==> src/rtl/link_port_gate_pkg.sv <==
package link_port_gate_pkg;
  localparam int unsigned LPG_WORD_W = 16;
  localparam logic [LPG_WORD_W-1:0] LPG_SYNC_IDLE = 16'h00FF;
  localparam logic [LPG_WORD_W-1:0] LPG_MASK_IDLE = 16'hFF00;
endpackage

==> src/rtl/lpg_ctrl.sv <==
module lpg_ctrl (
  input  logic clk,
  input  logic rst_n,
  input  logic word_stb,
  input  logic cfg_mask,
  input  logic cfg_sync,
  output logic mask_act,
  output logic sync_act
);
  logic mask_nx, sync_nx;

  always_comb begin
    mask_nx = mask_act;
    sync_nx = sync_act;
    if (word_stb) begin
      mask_nx = cfg_mask;
      sync_nx = cfg_sync;
    end
  end

  always_ff @(posedge clk or negedge rst_n) begin
    if (!rst_n) begin
      mask_act <= 1'b1;
      sync_act <= 1'b0;
    end else begin
      mask_act <= mask_nx;
      sync_act <= sync_nx;
    end
  end
endmodule

==> src/rtl/lpg_tx.sv <==
module lpg_tx #(
  parameter int unsigned W = 16,
  parameter logic [W-1:0] SYNC_PAT = '0,
  parameter logic [W-1:0] MASK_PAT = '1
) (
  input  logic         clk,
  input  logic         rst_n,
  input  logic         word_stb,
  input  logic         cfg_mask,
  input  logic         cfg_sync,
  input  logic [W-1:0] payload,
  output logic [W-1:0] tx_q
);
  logic [W-1:0] sel_word;
  logic [W-1:0] tx_nx;

  always_comb begin
    if (cfg_sync)      sel_word = SYNC_PAT;
    else if (cfg_mask) sel_word = MASK_PAT;
    else               sel_word = payload;
    tx_nx = word_stb ? sel_word : tx_q;
  end

  always_ff @(posedge clk or negedge rst_n) begin
    if (!rst_n) tx_q <= MASK_PAT;
    else        tx_q <= tx_nx;
  end
endmodule

==> src/rtl/lpg_rx.sv <==
module lpg_rx #(
  parameter int unsigned W = 16
) (
  input  logic         clk,
  input  logic         rst_n,
  input  logic         mask_act,
  input  logic [W-1:0] rx_word,
  input  logic         rx_valid,
  output logic [W-1:0] out_word,
  output logic         out_valid
);
  logic         accept;
  logic [W-1:0] word_nx;

  always_comb begin
    accept  = rx_valid & ~mask_act;
    word_nx = accept ? rx_word : '0;
  end

  always_ff @(posedge clk or negedge rst_n) begin
    if (!rst_n) begin
      out_word  <= '0;
      out_valid <= 1'b0;
    end else begin
      out_word  <= word_nx;
      out_valid <= accept;
    end
  end
endmodule

==> src/rtl/link_port_gate.sv <==
module link_port_gate
  import link_port_gate_pkg::*;
#(
  parameter int unsigned N_LINKS = 11,
  parameter int unsigned WORD_W  = LPG_WORD_W,
  parameter logic [WORD_W-1:0] SYNC_PAT = LPG_SYNC_IDLE,
  parameter logic [WORD_W-1:0] MASK_PAT = LPG_MASK_IDLE
) (
  input  logic                      clk,
  input  logic                      rst_n,
  input  logic                      word_stb,
  input  logic [N_LINKS-1:0]        cfg_mask,
  input  logic [N_LINKS-1:0]        cfg_sync,
  input  logic [N_LINKS*WORD_W-1:0] tx_payload,
  input  logic [N_LINKS*WORD_W-1:0] rx_word,
  input  logic [N_LINKS-1:0]        rx_valid,
  output logic [N_LINKS*WORD_W-1:0] tx_word,
  output logic [N_LINKS*WORD_W-1:0] rx_out_word,
  output logic [N_LINKS-1:0]        rx_out_valid,
  output logic [N_LINKS-1:0]        link_active
);
  localparam int unsigned BUS_W = N_LINKS * WORD_W;

  logic [N_LINKS-1:0] mask_act;
  logic [N_LINKS-1:0] sync_act;
  logic [BUS_W-1:0]   tx_bus;

  for (genvar i = 0; i < N_LINKS; i++) begin : g_link
    lpg_ctrl u_ctrl (
      .clk      (clk),
      .rst_n    (rst_n),
      .word_stb (word_stb),
      .cfg_mask (cfg_mask[i]),
      .cfg_sync (cfg_sync[i]),
      .mask_act (mask_act[i]),
      .sync_act (sync_act[i])
    );

    lpg_tx #(.W(WORD_W), .SYNC_PAT(SYNC_PAT), .MASK_PAT(MASK_PAT)) u_tx (
      .clk      (clk),
      .rst_n    (rst_n),
      .word_stb (word_stb),
      .cfg_mask (cfg_mask[i]),
      .cfg_sync (cfg_sync[i]),
      .payload  (tx_payload[i*WORD_W +: WORD_W]),
      .tx_q     (tx_bus[i*WORD_W +: WORD_W])
    );

    lpg_rx #(.W(WORD_W)) u_rx (
      .clk       (clk),
      .rst_n     (rst_n),
      .mask_act  (mask_act[i]),
      .rx_word   (rx_word[i*WORD_W +: WORD_W]),
      .rx_valid  (rx_valid[i]),
      .out_word  (rx_out_word[i*WORD_W +: WORD_W]),
      .out_valid (rx_out_valid[i])
    );
  end

  assign tx_word     = tx_bus;
  assign link_active = ~(mask_act | sync_act);
endmodule

==> config.mk <==
export PLATFORM = sky130hd
export DESIGN_NAME = link_port_gate
export DESIGN_NICKNAME = d
export VERILOG_FILES = /design/src/rtl/link_port_gate_pkg.sv /design/src/rtl/lpg_ctrl.sv /design/src/rtl/lpg_tx.sv /design/src/rtl/lpg_rx.sv /design/src/rtl/link_port_gate.sv
export SDC_FILE = /design/constraint.sdc
export NUM_CORES = 1
export LEC_CHECK = 0
export BUFFER_PORTS_ARGS = -buffer_cell sky130_fd_sc_hd__clkbuf_2
export CORE_AREA = 2 2 295 297
export DETAILED_ROUTE_END_ITERATION = 8
export DIE_AREA = 0 0 297 299
export MAX_ROUTING_LAYER = met4
export PLACE_DENSITY = 0.49
export SYNTH_ARGS = -nofsm -noshare
export SYNTH_HDL_FRONTEND = slang
export SYNTH_SLANG_ARGS = --single-unit
==> constraint.sdc <==
create_clock -name clk -period 2.3 [get_ports clk]
set_input_delay 0.115 -clock clk [delete_from_list [all_inputs] [get_ports clk]]
set_output_delay 0.115 -clock clk [all_outputs]
set_load 0.1 [all_outputs]
==> run metrics <==
status=completed; final total power=approximately 22 mW; Max-cap violations=0; post-layout utilization of the core=between 20% and 30%; Lkg Pwr=between 10 and 15 nW; Post-Syn Area=14,300 sq um; post-CTS sizing=0; Worst Skew=0.0139 ns; type of the most critical hold path=input port to flop; Die Footprint=just under 90,000 sq um; Startpoint Class=flop; Critical Path Max Stage Delay=roughly 0.52 ns; Flop pwr share=35.6%; Post-CTS Setup Inserts=0; share of the synthesized area in the top cell type=49.9%; Vias/cell=3.69; VDD IR-drop max=just over 0.0005 V; Sw Share=38.1%; Core Box Area=85,900 sq um; fin crit share=between 80 and 90%; Die Ht=299 um; count leader, synth=dfrtp_1; clk root buf=clkbuf_16; NumNets Final=2,857; Tot GR Track Use=13.7%; headroom to the max-slew limit=58.5%; clk sinks=385; post-route setup slack=approximately 0.45 ns; grt total ovfl=0; Final setup viols=0; Initial Utilization=16.7%; Syn Area/Cell=about 12 sq um; Detailed Routing Iterations Pass 1=4; row cnt=~110; Synth Area in XOR/XNOR=0%; Top FF cell, synth=dfrtp_1; CTS buffer count=47; Compound-Gate Fraction of Synth Area=6.91%; multiplexer area fraction after synthesis=approximately 1.7%; Highest Clock Rate=541 MHz; RSZ-0062 raised after global routing=false; CTS tree=yes; fin area=25,800 sq um; cell family with most CP delay=buffers and inverters; largest family of logic cells by synthesized area=simple AND/OR/NAND/NOR gates; non-filler cells, final=3,671; Port-buffer cells=roughly 760; CP endpoint kind=primary output; Synth Instances=1,234; Worst Tran Pin Value=around 0.62 ns; synth top area cells=dfrtp_1 (50%), dfstp_2 (18%), and2_1 (7.7%), nor2_1 (4.9%), nand2b_1 (4.3%); CTS max path bufs=3; power share of the combinational group=29.6%; Final Hold Slack=just over 0.03 ns; io pins=762; Final HPWL DP=44.1 mm; RD Place Congestion=0.859; crit-path cells=nor2_1 -> clkbuf_2; Clock power frac=about a third; syn nets=1,622; Post-DP Area=19,600 sq um; setup tns final=0 ns; Cell Int Power=13.4 mW; final WL=60.5 mm; pin count of the biggest net entering global routing=69; Post-synth top cells=dfrtp_1 (286), nor2_1 (187), and2_1 (176), dfstp_2 (99), nand2b_1 (99); global-route wire length before repair=90.2 mm; adder-cell share of the synthesized area=0%; Fin. Hold Viols=0; Psw=between 8 and 9 mW; Post-Place Cells=3,117; layout cells sized above 1=40.1%; cell taking the most area after synthesis=dfrtp_1; CTS clock-pin slew for the worst setup and hold paths=roughly 0.06 ns; Setup CP Type=flop to primary output; Avg WL per Cell=about 16 um; Max FO, Critical Path=3; Req. time, crit path=between 2 and 2.5 ns; number of remaining DRC errors=0; Max Slew Vio Count=0; Yosys warnings=0; Synth Area in Simple Gates=approximately 18%; Critical path buffers and inverters=1; Clock Latency Late Sink=0.58 ns; Via Count=13,500; post-synthesis sequential area ratio=between 60% and 70%; Layout area overhead=79.5%; pre-CTS setup slack=0.816 ns; ANT nets after route=0; vias in the first global route=around 15,000; Die W=297 um; P per Cell Area=839 nW/um^2; Arrival @ worst endpoint=1.73 ns; Iter 0 DRT Violations=600; asr flop ratio synth=100%; Tmin final=around 1.8 ns; post-synthesis register bit count=385; Clock H-tree levels=2; initial antenna violation count=12; Crit-path slowest cell=clkbuf_2; post-synth cell types=15; Post-synth EDFFs=0
==> final cells by class <==
class / instances / area [sq um]
diodes: 8 / 20.0
clock buffers: 68 / 1370
clock inverters: 20 / 203
fillers: 8970 / 60200
inverters: 88 / 330
multi-input cells: 682 / 3800
flip-flops and latches: 385 / 9760
well taps: 1155 / 1450
repair buffers: 1265 / 8830
==> logic make-up (layout without fill, tap and decap cells) <==
| kind of cell | after synthesis | count (layout) |
|---|---|---|
| AND/OR/NAND/NOR | 484 | 484 |
| flip-flops | 385 | 385 |
| AO/OA/AOI/OAI | 176 | 176 |
| buffers and inverters | 167 | 1441 |
| multiplexers | 22 | 22 |
| other | 0 | 8 |
==> flip-flops by register name, summed over array words and instances (netlist names) <==
name	count
g_link.u_rx.out_word	176
g_link.u_ctrl.sync_act	11
g_link.u_tx.tx_q	176
g_link.u_rx.out_valid	11
g_link.u_ctrl.mask_act	11
==> worst reg2reg max path, cell delays in order, from the launching register on <==
cell	delay [ns]
dfrtp_1	0.38
nor2_1	0.11
a21oi_1	0.06
dlygate4sd3_1	0.60
==> power groups by stage <==
| stage | clock network [mW] | registers [mW] | logic [mW] |
|---|---|---|---|
| floorplan | 0 | 11.1 | 0.964 |
| global placement | 0 | 7.81 | 5.70 |
| detailed placement | 0 | 7.81 | 5.71 |
| CTS | 7.79 | 7.71 | 6.41 |
| global route | 8.07 | 7.76 | 6.65 |
| finish | 7.52 | 7.70 | 6.39 |
==> layout by cell type (no fill, tap or decap), drive strengths merged <==
| master | n |
|---|---|
| a21oi | 88 |
| and2 | 176 |
| buf | 47 |
| bufinv | 3 |
| clkbuf | 828 |
| clkinv | 12 |
| clkinvlp | 1 |
| dfrtp | 286 |
| dfstp | 99 |
| diode | 8 |
| dlygate4sd3 | 458 |
| inv | 92 |
| mux2 | 22 |
| nand2b | 99 |
| nor2 | 187 |
| nor2b | 22 |
| o22ai | 88 |
==> timing repair <==
action | 4_1_cts | 5_1_grt
setup endpoints to repair | 0 | 0
hold endpoints to repair | 671 | 0
hold buffers | 458 | 0
==> path summary, 6_finish.rpt <==
check | from | end | slack [ns] | depth (start not counted)
max in group asynchronous | rst_n | g_link[4].u_tx.tx_q[8]$_DFFE_PN1P_ | 1.38 | 3
max | g_link[7].u_ctrl.mask_act$_DFFE_PN1P_ | link_active[7] | 0.45 | 2
min | cfg_mask[10] | g_link[10].u_tx.tx_q[8]$_DFFE_PN1P_ | 0.03 | 3
min reg2reg | g_link[10].u_tx.tx_q[11]$_DFFE_PN1P_ | g_link[10].u_tx.tx_q[11]$_DFFE_PN1P_ | 0.47 | 2
max reg2reg | g_link[7].u_tx.tx_q[5]$_DFFE_PN0P_ | g_link[7].u_tx.tx_q[5]$_DFFE_PN0P_ | 1.03 | 3
min in group asynchronous | rst_n | g_link[3].u_rx.out_word[12]$_DFF_PN0_ | 0.11 | 2
==> layer usage <==
| layer | vias to the layer above | global-route usage, % | wire [um] |
|---|---|---|---|
| met4 | 0 | 5.16 | 2100 |
| met3 | 106 | 3.70 | 4160 |
| li1 | 6384 | - | - |
| met1 | 6535 | 15.6 | 24100 |
| met2 | 517 | 22.9 | 30200 |
| met5 | - | - | 0 |
(Power assumes the default switching activity.)
